File: config.mk
export PLATFORM = sky130hd
export DESIGN_NAME = rmAddrGen
export DESIGN_NICKNAME = d
export VERILOG_FILES = /design/src/rtl/rmseg_pkg.sv /design/src/rtl/rmAddrCtrl.sv /design/src/rtl/rmAddrPath.sv /design/src/rtl/rmAddrGen.sv
export SDC_FILE = /design/constraint.sdc
export NUM_CORES = 1
export LEC_CHECK = 0
export BUFFER_PORTS_ARGS = -buffer_cell sky130_fd_sc_hd__buf_4
export CAP_MARGIN = 20
export CORE_UTILIZATION = 45
export DETAILED_ROUTE_END_ITERATION = 16
export GPL_TIMING_DRIVEN = 1
export HOLD_SLACK_MARGIN = 0.12
export PLACE_DENSITY = 0.74
export SYNTH_ARGS = -nofsm -noshare
export SYNTH_HDL_FRONTEND = slang
export SYNTH_HIERARCHICAL = 1
export SYNTH_SLANG_ARGS = --single-unit
export TNS_END_PERCENT = 1
File: constraint.sdc
create_clock -name clk -period 6.55 [get_ports clk]
set_clock_uncertainty 0.15 [all_clocks]
set_input_delay 1.31 -clock clk [delete_from_list [all_inputs] [get_ports clk]]
set_output_delay 1.31 -clock clk [all_outputs]
set_load 0.02 [all_outputs]
File: src/rtl/rmseg_pkg.sv
package rmseg_pkg;
  typedef enum logic [1:0] {
    SEG_EXTRA = 2'd0,
    SEG_CODE  = 2'd1,
    SEG_STACK = 2'd2,
    SEG_DATA  = 2'd3
  } segSel_e;

  // strobes from control to datapath
  typedef struct packed {
    segSel_e seg;
    logic    useFetchPtr;
    logic    wrapAt1M;
  } addrCtrl_t;

  localparam logic [2:0] BASE_SP = 3'd4;
  localparam logic [2:0] BASE_BP = 3'd5;
endpackage

File: src/rtl/rmAddrCtrl.sv
module rmAddrCtrl
  import rmseg_pkg::*;
(
  input  logic      fetch,
  input  logic      ovrEn,
  input  logic [1:0] ovrSel,
  input  logic [2:0] baseSel,
  input  logic      a20Gate,
  output addrCtrl_t ctl
);
  logic stackBased;
  assign stackBased = (baseSel == BASE_SP) || (baseSel == BASE_BP);

  always_comb begin
    ctl.useFetchPtr = fetch;
    ctl.wrapAt1M    = !a20Gate;
    if (fetch)           ctl.seg = SEG_CODE;
    else if (ovrEn)      ctl.seg = segSel_e'(ovrSel);
    else if (stackBased) ctl.seg = SEG_STACK;
    else                 ctl.seg = SEG_DATA;
  end
endmodule

File: src/rtl/rmAddrPath.sv
module rmAddrPath
  import rmseg_pkg::*;
#(
  parameter int SEG_W = 16,
  parameter int OFF_W = 16,
  parameter int SHIFT = 4,
  parameter int OUT_W = 32,
  parameter logic [SEG_W-1:0] RESET_CS = 16'hF000,
  parameter logic [OFF_W-1:0] RESET_IP = 16'hFFF0
) (
  input  logic             clk,
  input  logic             rst,
  input  addrCtrl_t        ctl,
  input  logic [SEG_W-1:0] codeSeg,
  input  logic [SEG_W-1:0] dataSeg,
  input  logic [SEG_W-1:0] stackSeg,
  input  logic [SEG_W-1:0] extraSeg,
  input  logic [OFF_W-1:0] offset,
  input  logic             ptrLoad,
  output logic [OUT_W-1:0] physAddr
);
  localparam int SUM_W = SEG_W + SHIFT + 1;

  logic [SEG_W-1:0] csHeld;
  logic [OFF_W-1:0] ipHeld;
  logic [SEG_W-1:0] segVal;
  logic [OFF_W-1:0] offVal;
  logic [SUM_W-1:0] rawSum;
  logic [SUM_W-1:0] gatedSum;

  always_ff @(posedge clk) begin
    if (rst) begin
      csHeld <= RESET_CS;
      ipHeld <= RESET_IP;
    end else if (ptrLoad) begin
      csHeld <= codeSeg;
      ipHeld <= offset;
    end
  end

  always_comb begin
    if (ctl.useFetchPtr) segVal = csHeld;
    else begin
      case (ctl.seg)
        SEG_EXTRA: segVal = extraSeg;
        SEG_CODE:  segVal = codeSeg;
        SEG_STACK: segVal = stackSeg;
        default:   segVal = dataSeg;
      endcase
    end
    offVal = ctl.useFetchPtr ? ipHeld : offset;
  end

  assign rawSum = {1'b0, segVal, {SHIFT{1'b0}}} + {{(SUM_W-OFF_W){1'b0}}, offVal};
  assign gatedSum = {rawSum[SUM_W-1] & !ctl.wrapAt1M, rawSum[SUM_W-2:0]};

  generate
    if (OUT_W > SUM_W) begin : g_pad
      assign physAddr = {{(OUT_W-SUM_W){1'b0}}, gatedSum};
    end else begin : g_exact
      assign physAddr = gatedSum[OUT_W-1:0];
    end
  endgenerate
endmodule

File: src/rtl/rmAddrGen.sv
module rmAddrGen
  import rmseg_pkg::*;
#(
  parameter int SEG_W = 16,
  parameter int OFF_W = 16,
  parameter int SHIFT = 4,
  parameter int OUT_W = 32,
  parameter logic [SEG_W-1:0] RESET_CS = 16'hF000,
  parameter logic [OFF_W-1:0] RESET_IP = 16'hFFF0
) (
  input  logic             clk,
  input  logic             rst,
  input  logic [SEG_W-1:0] codeSeg,
  input  logic [SEG_W-1:0] dataSeg,
  input  logic [SEG_W-1:0] stackSeg,
  input  logic [SEG_W-1:0] extraSeg,
  input  logic [OFF_W-1:0] offset,
  input  logic [2:0]       baseSel,
  input  logic             ovrEn,
  input  logic [1:0]       ovrSel,
  input  logic             fetch,
  input  logic             ptrLoad,
  input  logic             a20Gate,
  output logic [OUT_W-1:0] physAddr,
  output logic [1:0]       segUsed
);
  addrCtrl_t ctl;

  rmAddrCtrl u_ctrl (
    .fetch   (fetch),
    .ovrEn   (ovrEn),
    .ovrSel  (ovrSel),
    .baseSel (baseSel),
    .a20Gate (a20Gate),
    .ctl     (ctl)
  );

  rmAddrPath #(
    .SEG_W(SEG_W), .OFF_W(OFF_W), .SHIFT(SHIFT), .OUT_W(OUT_W),
    .RESET_CS(RESET_CS), .RESET_IP(RESET_IP)
  ) u_path (
    .clk      (clk),
    .rst      (rst),
    .ctl      (ctl),
    .codeSeg  (codeSeg),
    .dataSeg  (dataSeg),
    .stackSeg (stackSeg),
    .extraSeg (extraSeg),
    .offset   (offset),
    .ptrLoad  (ptrLoad),
    .physAddr (physAddr)
  );

  assign segUsed = ctl.seg;
endmodule

# ---- Word level (Yosys, flattened, before mapping)
# Cells that the tools add are included.
dict set report word_totals {
  elab_cells 16
  inputBits 91
  reg_bits 32
  output_inout_bits 34
}
dict set report op_classes {
  add_sub_neg 1
  eq_ne 4
  bitwise 1
  mux 6
  n_reduce_logical 2
}
# cell n
set ops {}
lappend ops {{16-bit case mux with 3 select lines} 1}
lappend ops {{16-bit two-way mux} 2}
lappend ops {{20-bit by 16-bit adder with 21-bit output} 1}
lappend ops {{3-bit == test (second input constant)} 2}
lappend ops {{2-bit two-way mux} 2}
lappend ops {{2-bit by 1-bit == test with 1-bit output (second input constant)} 1}
lappend ops {{2-bit == test (second input constant)} 1}
lappend ops {{2-bit logical NOT} 1}
lappend ops {{1-bit bitwise AND} 1}
lappend ops {{1-bit logical OR} 1}
lappend ops {{1-bit two-way mux} 1}

# ---- Depth between registers and ports, before layout
dict set report depth {
  word_depth 10
  mapped_depth 15
  depth_no_buf 13
}

# ---- Hierarchy
# Netlist, hierarchy kept.
# mod area_per_inst_um2 seq_area_each_um2 cells_each n_inst
set by_module_without_submodules {}
lappend by_module_without_submodules {rmAddrPath 2680.1 640.6 291 1}
lappend by_module_without_submodules {rmAddrCtrl 46.3 0.0 7 1}

# ---- Worst setup path before layout
# OpenSTA, ideal clock, no wires.
dict set report synth_path {
  kind {input port to output port}
  from {input port ovrSel[1]}
  to {output port physAddr[18]}
  slack_ps 306
  path_buffers 2
  arrival_time_ps 4784
  path_stages 15
  required_time_ps 5090
  cell_sequence {inv_1 -> a21oi_1 -> buf_6 -> buf_2 -> mux4_2 -> nand2_1 -> nand2_1 -> ha_1 -> fa_1 -> a211oi_1 -> o21ai_0 -> a21oi_1 -> o21ba_2 -> xor2_1 -> a21oi_1}
}
dict set report synth_between {
  elab_chain_len 6
  word_cells_on_any_way 8
  cone_classes {add/sub (1); eq/ne (2); mux (4); reduce/logical (1)}
}
# item line
set synth_rtl {}
lappend synth_rtl {{from (decl)} rmAddrGen.sv:20} ;# input logic [1:0] ovrSel,
lappend synth_rtl {{2-bit two-way mux *} rmAddrCtrl.sv:18} ;# else if (ovrEn) ctl.seg = segSel_e'(ovrSel);
lappend synth_rtl {{2-bit two-way mux *} rmAddrCtrl.sv:17} ;# if (fetch) ctl.seg = SEG_CODE;
lappend synth_rtl {{named net segUsed[1]} rmAddrGen.sv:25} ;# output logic [1:0] segUsed
lappend synth_rtl {{2-bit == test, or another cell as far along} rmAddrPath.sv:44} ;# case (ctl.seg)
lappend synth_rtl {{16-bit case mux with 3 select lines *} rmAddrPath.sv:44}
lappend synth_rtl {{16-bit two-way mux *} rmAddrPath.sv:42} ;# if (ctl.useFetchPtr) segVal = csHeld;
lappend synth_rtl {{20-bit by 16-bit adder with 21-bit output *} rmAddrPath.sv:54} ;# assign rawSum = {1'b0, segVal, {SHIFT{1'b0}}} + {{(SUM_W-OFF_W){1'b0}}, offVal};
lappend synth_rtl {{to (decl)} rmAddrGen.sv:24} ;# output logic [OUT_W-1:0] physAddr,
# Mark *: on every way through the listed nets, which the timed path passes. The rest lies on a longest branch.

# ---- Final worst setup path
dict set report layout_path {
  from {input port ovrSel[1]}
  to {output port physAddr[18]}
}
dict set report layout_between {
  elab_chain_len 6
  word_cells_on_any_way 8
  cone_classes {add/sub (1); eq/ne (2); mux (4); reduce/logical (1)}
}
# item line
set layout_rtl {}
lappend layout_rtl {{2-bit two-way mux *} rmAddrCtrl.sv:18}
lappend layout_rtl {{2-bit two-way mux *} rmAddrCtrl.sv:17}
lappend layout_rtl {{2-bit == test, or another cell as far along} rmAddrPath.sv:44}
lappend layout_rtl {{16-bit case mux with 3 select lines *} rmAddrPath.sv:44}
lappend layout_rtl {{16-bit two-way mux *} rmAddrPath.sv:42}
lappend layout_rtl {{20-bit by 16-bit adder with 21-bit output *} rmAddrPath.sv:54}
# Mark *: on every way between the ends. The rest lies on a longest branch, timed or not.

==> flow_metrics.env <==
export IMPL_final_cell_mix="118 x buf_4, 41 x nand2_1, 32 x dfxtp_1"
export IMPL_final_cells=477
export IMPL_grt_max_degree=49
export IMPL_dieArea_um2=6370
export IMPL_antenna_found_initial=0
export IMPL_totalNegativeSetupSlack_ps=0
export IMPL_io_pins=125
export IMPL_finalInstanceArea_um2=3690
export IMPL_comb_power_share_pct=47.9
export IMPL_yosys_warnings=6
export IMPL_post_dp_hpwl_mm=5.32
export IMPL_start_util_pct=48.0
export IMPL_period_minus_slack_ps=6130
export IMPL_clock_sinks=32
export IMPL_final_period_utilization_pct=93.5
export IMPL_cp_arrival_ps=4670
export IMPL_max_slew_margin_pct=60.6
export IMPL_dr_pass1_iters=4
export IMPL_gp_congestion=0.824
export IMPL_layout_commonest_cell="buf_4"
export IMPL_multi_input_area_um2=1940
export IMPL_drv_cap=0
export IMPL_clockRootBuffer="clkbuf_8"
export IMPL_critPathCaptureType="output pin"
export IMPL_dp_cells=469
export IMPL_grt_setup_unrepaired="no"
export IMPL_seq_area_um2=641
export IMPL_swShare_pct=35.0
export IMPL_die_y_um=79.8
export IMPL_grt_overflow_total=0
export IMPL_clkPwrFrac_pct=24.1
export IMPL_peakVddDrop_v=0.000125
export IMPL_clock_latency_ps=270
export IMPL_fin_ws_ps=424
export IMPL_fill_cells=504
export IMPL_p_total_mw=0.766
export IMPL_cts_tree="done"
export IMPL_wirelength_mm=7.03
export IMPL_clock_tree_buffer_depth=2
export IMPL_synth_edf_count=0
export IMPL_ant_nets=0
export IMPL_seqPwrFrac_pct=27.9
export IMPL_post_drt_wl_per_cell_um=14.7
export IMPL_final_layout_size_suffix_gt1_share_pct=40.0
export IMPL_synth_seq_cells=32
export IMPL_viasPerCell=5.33
export IMPL_worstMarginPinSlew_ps=591
export IMPL_critPathKind="in2out"
export IMPL_coreArea_um2=5680
export IMPL_vias=2544
export IMPL_p_switching_mw=0.268
export IMPL_grt_pass1_vias=2450
export IMPL_numPortBuffers=112
export IMPL_diodes=0
export IMPL_p_int_mw=0.498
export IMPL_postSynthAreaPerCell_um2=9.15
export IMPL_die_w_um=79.8
export IMPL_ctsResizeCount=0
export IMPL_max_freq_mhz=163
export IMPL_crit_fanout=13
export IMPL_ys_seq_area_share_pct=23.5
export IMPL_cts_inserted_buffers=5
export IMPL_drcViolationCount=0
export IMPL_placed_area_um2=3580
export IMPL_cts_hold_fix_buffers=0
export IMPL_finalSetupViolCount=0
export IMPL_powerDensity_nw_per_um2=208
export IMPL_synthCells=298
export IMPL_drv_slew=0
export IMPL_post_cts_setup_buffers=0
export IMPL_cts_reportedPaths_clkPinSlew_ps=70
export IMPL_critPathRequiredTime_ps=5090
export IMPL_p_leak_nw=1.77
export IMPL_grt_pass1_wl_mm=11.0
export IMPL_synth_cell_types=43
export IMPL_synthArstFlopShare_pct=0
export IMPL_htreeDepth=2
export IMPL_hold_class="reg2reg"
export IMPL_nets=508
export IMPL_syn_to_final_growth_pct=35.2
export IMPL_drt_iter0_markers=119
export IMPL_grt_usage_pct=22.1
export IMPL_ys_flop_type="dfxtp_1"
export IMPL_synth_area_um2=2730
export IMPL_outcome="finished, final reports clean"
export IMPL_start_kind="input pin"
export IMPL_num_rows=27
export IMPL_final_hold_viol_count=0
export IMPL_post_place_ws_ps=454
-- worst max-delay path, cell delays in order --
cell	delay, ps
buf_4	80
inv_1	40
a21oi_2	150
buf_4	290
mux4_2	530
nand2_1	80
nand2_1	70
ha_1	220
fa_1	440
a211oi_1	280
o21ai_0	200
a21oi_1	340
o21ba_2	210
xor2_1	150
a21oi_1	80
buf_4	180
-- layer usage --
metal / up-vias / share of wire (%) / global-route usage (%)
met1: 1183 / 42 / 25.8
met4: 0 / 0.17 / 4.46
li1: 1267 / - / -
met5: - / 0 / 0
met3: 2 / 7.4 / 4.69
met2: 92 / 50 / 41.3
-- logic make-up (layout without fill, tap and decap cells) --
kind of cell             count (synthesis)  after routing  synth area share (%)
AO/OA/AOI/OAI                           62             62                  16.6
XOR/XNOR                                13             13                  4.18
adder cells (fa/ha/maj)                 13             13                  6.24
buffers and inverters                   34            131                  6.75
flip-flops                              32             32                  23.5
multiplexers                            50             50                  26.8
other                                    1             11                 0.138
AND/OR/NAND/NOR                         93             93                  15.7
-- cell usage after synthesis, types with 2 or more instances --
master | count | area, um2
mux2_2 | 16 | 180
mux2i_1 | 18 | 180
o21a_1 | 2 | 15.0
a211oi_1 | 3 | 22.5
ha_1 | 12 | 150
buf_4 | 12 | 90.1
nor2_1 | 25 | 93.8
xor2_1 | 7 | 61.3
dfxtp_1 | 32 | 641
or3_1 | 2 | 12.5
mux4_1 | 3 | 78.8
o21ai_0 | 7 | 35.0
a21oi_1 | 14 | 70.1
a211o_1 | 18 | 158
mux4_2 | 13 | 293
buf_2 | 2 | 10.0
o211ai_1 | 2 | 15.0
clkbuf_1 | 13 | 48.8
o21ba_2 | 2 | 20.0
o21bai_1 | 5 | 37.5
nand3_1 | 2 | 10.0
nor2b_1 | 16 | 100
nand2_1 | 41 | 154
xnor2_1 | 6 | 52.6
a21o_1 | 4 | 30.0
inv_1 | 4 | 15.0
-- through the flow --
step                util (%)  hold slack, ps
global placement        63.1             318
detailed placement      63.1             332
floorplan                  -             304
finish                  64.9             343
CTS                     64.9             349
global route            64.9             376
-- path summary, 6_finish.rpt --
path,start,endpoint,slack [ps],cells past startpoint
worst max-delay path,ovrSel[1],physAddr[18],420,16
worst min-delay path,u_path/ipHeld[2]$_SDFFE_PP0P_,u_path/ipHeld[2]$_SDFFE_PP0P_,340,2
worst max register to register,u_path/csHeld[12]$_SDFFE_PP1P_,u_path/csHeld[12]$_SDFFE_PP1P_,5550,2
worst min register to register,u_path/ipHeld[2]$_SDFFE_PP0P_,u_path/ipHeld[2]$_SDFFE_PP0P_,340,2
-- state kept, by name, summed over array words and instances (netlist names) --
signal / flops
u_path/ipHeld: 16
u_path/csHeld: 16
-- power groups by stage --
stage	registers [mW]	clock network (mW)	logic (mW)
after detailed placement	0.218	0	0.366
after global placement	0.218	0	0.359
after CTS	0.214	0.190	0.369
final	0.214	0.185	0.367
after floorplan	0.216	0	0.239
after global routing	0.216	0.199	0.398
-- cell type report --
type | instances | area share (%)
Clock buffer | 6 | 1.97
Tap cell | 72 | 2.44
Timing Repair Buffer | 118 | 24.0
Inverter | 5 | 0.509
Clock inverter | 2 | 0.950
Multi-Input combinational cell | 242 | 52.7
Sequential cell | 32 | 17.4
Note: power is estimated with default switching activity, not from simulation.
